File: config.mk
export PLATFORM = sky130hd
export DESIGN_NAME = adc_seq_status
export DESIGN_NICKNAME = d
export VERILOG_FILES = /design/src/rtl/adc_stat_pkg.sv /design/src/rtl/adc_stat_decode.sv /design/src/rtl/adc_stat_flag.sv /design/src/rtl/adc_stat_counter.sv /design/src/rtl/adc_seq_status.sv
export SDC_FILE = /design/constraint.sdc
export NUM_CORES = 1
export LEC_CHECK = 0
export CELL_PAD_IN_SITES_DETAIL_PLACEMENT = 1
export CELL_PAD_IN_SITES_GLOBAL_PLACEMENT = 2
export CORE_ASPECT_RATIO = 1.75
export CORE_MARGIN = 8
export CORE_UTILIZATION = 19
export CTS_CLUSTER_SIZE = 8
export DETAILED_ROUTE_END_ITERATION = 7
export PLACE_DENSITY = 0.86
export SLEW_MARGIN = 30
export SYNTH_ARGS = -nofsm -noshare
export SYNTH_HDL_FRONTEND = slang
export SYNTH_SLANG_ARGS = --single-unit
export TNS_END_PERCENT = 1
File: constraint.sdc
create_clock -name clk_i -period 2 [get_ports clk_i]
set_clock_uncertainty 0.15 [all_clocks]
set_input_delay 0.3 -clock clk_i [delete_from_list [all_inputs] [get_ports clk_i]]
set_output_delay 0.3 -clock clk_i [all_outputs]
set_load 0.1 [all_outputs]
File: src/rtl/adc_stat_pkg.sv
package adc_stat_pkg;
  localparam int CNT_W   = 4;
  localparam int BYTE_W  = 8;
  localparam int FLAG_N  = 3;
  // bit positions in the status byte (software decodes these)
  localparam int SEQ_BIT = 7;
  localparam int RSV_BIT = 6;
  localparam int TRG_BIT = 5;
  localparam int FOV_BIT = 4;
  // flag indices inside the flag vector
  localparam int F_SEQ = 0;
  localparam int F_TRG = 1;
  localparam int F_FOV = 2;

  typedef enum logic [2:0] {
    ACC_NONE,
    ACC_CTRL,
    ACC_START,
    ACC_STAT,
    ACC_RES
  } acc_kind_e;
endpackage

File: src/rtl/adc_stat_decode.sv
module adc_stat_decode
  import adc_stat_pkg::*;
#(
  parameter int AW         = 4,
  parameter int CTRL_NUM   = 5,
  parameter int START_ADDR = 5,
  parameter int STAT_ADDR  = 6,
  parameter int RES_BASE   = 8,
  parameter int RES_NUM    = 8
) (
  input  logic [AW-1:0] addr_i,
  output acc_kind_e     kind_o
);
  localparam logic [AW:0] CTRL_END = (AW+1)'(CTRL_NUM);
  localparam logic [AW:0] START_A  = (AW+1)'(START_ADDR);
  localparam logic [AW:0] STAT_A   = (AW+1)'(STAT_ADDR);
  localparam logic [AW:0] RES_LO   = (AW+1)'(RES_BASE);
  localparam logic [AW:0] RES_HI   = (AW+1)'(RES_BASE + RES_NUM);

  logic [AW:0] a_ext;
  assign a_ext = {1'b0, addr_i};

  always_comb begin
    kind_o = ACC_NONE;
    if (a_ext < CTRL_END)                        kind_o = ACC_CTRL;
    else if (a_ext == START_A)                   kind_o = ACC_START;
    else if (a_ext == STAT_A)                    kind_o = ACC_STAT;
    else if (a_ext >= RES_LO && a_ext < RES_HI)  kind_o = ACC_RES;
  end
endmodule

File: src/rtl/adc_stat_flag.sv
module adc_stat_flag #(
  parameter int N = 3
) (
  input  logic         clk_i,
  input  logic         rst_ni,
  input  logic [N-1:0] set_i,
  input  logic [N-1:0] clr_i,
  output logic [N-1:0] flag_o
);
  for (genvar i = 0; i < N; i++) begin : g_flag
    logic q;
    always_ff @(posedge clk_i or negedge rst_ni) begin
      if (!rst_ni)        q <= 1'b0;
      else if (set_i[i])  q <= 1'b1;   // set beats clear
      else if (clr_i[i])  q <= 1'b0;
    end
    assign flag_o[i] = q;
  end
endmodule

File: src/rtl/adc_stat_counter.sv
module adc_stat_counter #(
  parameter int W = 4
) (
  input  logic         clk_i,
  input  logic         rst_ni,
  input  logic         clr_i,
  input  logic         inc_i,
  input  logic [W-1:0] len_i,
  output logic [W-1:0] cnt_o
);
  logic [W-1:0] cnt_q, last;

  assign last = len_i - W'(1);  // len 0 -> all ones -> full range

  always_ff @(posedge clk_i or negedge rst_ni) begin
    if (!rst_ni)            cnt_q <= '0;
    else if (clr_i)         cnt_q <= '0;
    else if (inc_i) begin
      if (cnt_q >= last)    cnt_q <= '0;
      else                  cnt_q <= cnt_q + W'(1);
    end
  end

  assign cnt_o = cnt_q;
endmodule

File: src/rtl/adc_seq_status.sv
module adc_seq_status
  import adc_stat_pkg::*;
#(
  parameter int AW         = 4,
  parameter int CTRL_NUM   = 5,
  parameter int START_ADDR = 5,
  parameter int STAT_ADDR  = 6,
  parameter int RES_BASE   = 8,
  parameter int RES_NUM    = 8
) (
  input  logic              clk_i,
  input  logic              rst_ni,
  input  logic [AW-1:0]     addr_i,
  input  logic              wr_en_i,
  input  logic [BYTE_W-1:0] wdata_i,
  input  logic              rd_en_i,
  output logic [BYTE_W-1:0] rdata_o,
  input  logic              fast_clr_i,
  input  logic              edge_mode_i,
  input  logic [CNT_W-1:0]  seq_len_i,
  input  logic              seq_busy_i,
  input  logic              seq_done_i,
  input  logic              conv_done_i,
  input  logic              trig_edge_i,
  input  logic              fifo_ovr_i
);
  acc_kind_e         kind;
  logic              wr_ctrl, wr_start, wr_stat, rd_res;
  logic [FLAG_N-1:0] f_set, f_clr, flags;
  logic [CNT_W-1:0]  cnt;
  logic [BYTE_W-1:0] stat_w;

  adc_stat_decode #(
    .AW(AW), .CTRL_NUM(CTRL_NUM), .START_ADDR(START_ADDR),
    .STAT_ADDR(STAT_ADDR), .RES_BASE(RES_BASE), .RES_NUM(RES_NUM)
  ) u_dec (
    .addr_i (addr_i),
    .kind_o (kind)
  );

  assign wr_ctrl  = wr_en_i && (kind == ACC_CTRL);
  assign wr_start = wr_en_i && (kind == ACC_START);
  assign wr_stat  = wr_en_i && (kind == ACC_STAT);
  assign rd_res   = rd_en_i && (kind == ACC_RES) && fast_clr_i;

  always_comb begin
    f_set = '0;
    f_clr = '0;
    f_set[F_SEQ] = seq_done_i;
    f_clr[F_SEQ] = (wr_stat && wdata_i[SEQ_BIT]) || wr_start || rd_res;
    f_set[F_TRG] = trig_edge_i && edge_mode_i && seq_busy_i;
    f_clr[F_TRG] = (wr_stat && wdata_i[TRG_BIT]) || wr_ctrl || wr_start;
    f_set[F_FOV] = fifo_ovr_i;
    f_clr[F_FOV] = (wr_stat && wdata_i[FOV_BIT]) || wr_start;
  end

  adc_stat_flag #(.N(FLAG_N)) u_flags (
    .clk_i  (clk_i),
    .rst_ni (rst_ni),
    .set_i  (f_set),
    .clr_i  (f_clr),
    .flag_o (flags)
  );

  adc_stat_counter #(.W(CNT_W)) u_cnt (
    .clk_i  (clk_i),
    .rst_ni (rst_ni),
    .clr_i  (wr_ctrl || wr_start),
    .inc_i  (conv_done_i),
    .len_i  (seq_len_i),
    .cnt_o  (cnt)
  );

  always_comb begin
    stat_w            = '0;
    stat_w[SEQ_BIT]   = flags[F_SEQ];
    stat_w[RSV_BIT]   = 1'b0;
    stat_w[TRG_BIT]   = flags[F_TRG];
    stat_w[FOV_BIT]   = flags[F_FOV];
    stat_w[CNT_W-1:0] = cnt;
  end

  assign rdata_o = (kind == ACC_STAT) ? stat_w : '0;
endmodule

==> impl_metrics.py <==
metrics = {
    "outcome": {
        "status": "completed",
    },
    "power": {
        "vdd_ir_drop_max_mv": 0.389,
        "p_sw_share_pct": 34.8,
        "power_leakage_nw": 0.435,
        "power.share.clock_pct": 26.2,
        "combinationalPowerShare_pct": 45.2,
        "pwr_density_cell_nw_per_um2": 695,
        "seq_power_share_pct": 28.5,
        "intPower_w": 0.000493,
        "netSwitchingPower_w": 0.000264,
    },
    "setup_path": {
        "timing.rr.end": "u_cnt.cnt_o[2]$_DFFE_PN0P_",
        "timing_worst_setup_path_type": "primary input to flop",
        "worst_ep_arrival_time_ps": 1920,
        "worstPathMaxFanout": 4,
        "setup.worst_path.end_class": "flop",
        "required_ps": 1990,
        "start_kind": "primary input",
        "timing.reg2reg.worst_path_depth": 6,
        "timing.critical_path.slowest_stage_cell": "clkdlybuf4s50_1",
        "worst_r2r_startpoint": "u_cnt.cnt_o[0]$_DFFE_PN0P_",
        "slowest_delay_ps": 490,
        "worstPathCellList": "clkdlybuf4s50_1, inv_2, ha_1, nand2b_4, a2111oi_4, a21oi_2, a211oi_2",
        "reg2reg_slack_ps": 180,
    },
    "die": {
        "fp.dieH_um": 88.7,
        "starting_utilization_of_the_core_area_pct": 19.8,
        "rows": 26,
        "floorplan.core_area_um2": 2900,
        "die_area_um2": 5100,
        "total_i_o_pin_count": 35,
        "floorplan.die.width_um": 57.5,
    },
    "sta": {
        "fin_hold_ws_ps": 192,
        "timing_hold_violations_final": 0,
        "post-route-period-util_pct": 96.2,
        "shortest_period_the_worst_path_allows_ps": 1920,
        "unrepaired_setup_endpoints_after_global_routing": "true",
        "report.final.setup_viol": 0,
        "drv_slew": 0,
        "setup_total_negative_slack_ps": 0,
        "fmax_mhz": 520,
    },
    "routing": {
        "avgViaCountPerCell": 4.87,
        "antenna_violating_nets_post_route": 0,
        "detail_route.drc_violations": 0,
        "wirelength_per_cell_um": 14.6,
        "route.vias.total": 609,
        "wl_met3_um": 171,
        "violation_count_after_the_first_detailed_routing_iteration": 18,
        "firstDrtPassIters": 2,
        "routed_wl_um": 1830,
        "topRoutingLayerUsed": "met4",
        "detailroute.wirelength.met2_um": 993,
        "routed_met1_length_um": 631,
    },
    "yosys": {
        "synth_nets": 96,
        "synth_most_common_cell": "nand3_1",
        "synthTopCellsByArea": "dfrtp_1 (31%), ha_1 (13%), nand3_1 (7.0%)",
        "synth_enable_flop_cells": 0,
        "netlist.area_leader.share_pct": 30.6,
        "netlist_instances": 63,
        "synth_ff_type": "dfrtp_1",
        "muxShareOfSynthArea_pct": 0,
        "synth.yosys.seq_area_share_pct": 30.6,
        "number_of_register_bits_inferred_by_synthesis": 7,
        "synthDistinctLibCells": 25,
        "async_reset_ff_share_pct": 100,
        "synth-xor-area-share_pct": 3.06,
        "mappedNetlistArea_um2": 573,
        "syn-mean-instance-area_um2": 9.10,
        "synth-warning-count": 0,
        "synth_commonest_cells": "nand3_1 (8), dfrtp_1 (7), and2_1 (6), ha_1 (6), o21ai_0 (6)",
        "combinational_family_with_the_most_area_after_synthesis": "simple AND/OR/NAND/NOR gates",
        "synth_compound_gate_area_share_pct": 18.3,
        "synth_largest_area_cell": "dfrtp_1",
        "synth_simple_gate_area_share_pct": 29.7,
        "synthAdderAreaFrac_pct": 13.1,
    },
    "final_layout": {
        "layout-area-overhead-vs-synth_pct": 90.2,
        "layout-drive-gt1-share_pct": 33.0,
        "finalCoreUtilization_pct": 37.6,
        "diodes": 0,
        "final_nets": 131,
    },
    "place": {
        "numPortBuffers": 28,
        "hpwl_dp_um": 1520,
        "globalplace.congestion": 0.752,
    },
    "hold_path": {
        "holdCritPathClass": "primary input to async pin",
    },
    "global_routing": {
        "grt_pass1_vias": 685,
        "grt.total_usage_pct": 8.10,
        "grt.overflow.total": 0,
        "antenna_found_initial": 0,
        "grt_pass1_wl_um": 3220,
        "grt_start_max_net_pins": 11,
    },
    "clock_tree": {
        "cts-root-buf": "clkbuf_8",
        "clock_tree.htree_level_count": 1,
        "insertion_delay_ps": 230,
        "clock_sink_count": 7,
        "cts_setup_buffers": 0,
        "clock_pin_slew_on_the_worst_setup_and_hold_paths_ps": 40,
        "cts_tree": "yes",
        "tritoncts.num_buffers": 3,
        "max-clock-path-buffers": 2,
    },
    "job": {
        "drv_cap": 0,
    },
}
[worst max path at each step]
stage	slack (ps)	start	endpoint
global placement	-300	seq_len_i[0]	u_cnt.cnt_o[3]$_DFFE_PN0P_
CTS	40	seq_len_i[0]	u_cnt.cnt_o[3]$_DFFE_PN0P_
global route	-30	seq_len_i[1]	u_cnt.cnt_o[2]$_DFFE_PN0P_
floorplan	60	u_cnt.cnt_o[0]$_DFFE_PN0P_	rdata_o[0]
detailed placement	-330	seq_len_i[0]	u_cnt.cnt_o[3]$_DFFE_PN0P_
finish	80	seq_len_i[0]	u_cnt.cnt_o[2]$_DFFE_PN0P_
[per-layer routing]
| metal | track usage [%] | vias to the layer above |
|---|---|---|
| met5 | 0 | - |
| met4 | 5.05 | 0 |
| met3 | 3.64 | 4 |
| met2 | 14.5 | 23 |
| met1 | 7.20 | 287 |
| li1 | - | 295 |
[repair_timing]
item                       in CTS  in global routing
setup endpoints to repair       4                 10
pin swaps                       4                  2
resized for setup               4                 11
hold buffers                    0                  0
[metrics by stage]
step	power, W	std cells	setup slack [ps]	cell area [um2]
final	0.000757	125	76.3	1090
after global routing	0.000816	125	-29.4	1090
after CTS	0.000752	125	35.1	1060
after detailed placement	0.000521	121	-327	992
after global placement	0.000509	121	-298	992
after floorplan	0.000411	63	57.9	588
[placed cells by master (no fill, tap or decap), drive strengths merged]
master         Yosys  routed
clkdlybuf4s50      0      21
buf                2      11
nand3              8       8
dfrtp              7       7
and2               6       6
o21ai              6       6
ha                 6       6
nand2              4       4
inv                4       4
clkbuf             0       4
xnor2              2       2
and3               2       2
a211oi             2       2
nand3b             2       2
nor3               2       2
a21oi              2       2
nor4               1       1
nor2b              1       1
nand2b             1       1
a2111oi            1       1
nand4b             1       1
a41o               1       1
a31o               1       1
conb               1       1
[power groups by stage]
stage / Combinational, W / Clock [W] / Sequential, W
CTS: 0.000333 / 0.000203 / 0.000216
finish: 0.000342 / 0.000199 / 0.000216
global placement: 0.000301 / 0 / 0.000208
global route: 0.000380 / 0.000213 / 0.000224
floorplan: 0.000212 / 0 / 0.000199
detailed placement: 0.000310 / 0 / 0.000212
[registers in the layout, summed over array words and instances, names as in the netlist]
name	cells
u_cnt.cnt_o	4
u_flags.g_flag.q	3
[cell families after synthesis]
family,Yosys count
flip-flops,7
AO/OA/AOI/OAI,13
other,1
AND/OR/NAND/NOR,28
adder cells (fa/ha/maj),6
XOR/XNOR,2
buffers and inverters,6
[critical path, delay by kind of cell]
family                     cells  cell delay (ps)
AOI/OAI and AO/OA              3              630
adders and majority gates      1              280
buffers and inverters          2              550
and+or+nand+nor                1              150
[layout make-up]
type | count | area, um2
clock buffer | 4 | 45.0
fill | 318 | 1810
inverter | 4 | 15.0
multi-input combinational | 50 | 439
sequential | 7 | 175
tap | 28 | 35.0
timing repair buffer | 32 | 380
No activity file was read; power rests on OpenSTA's default activity.
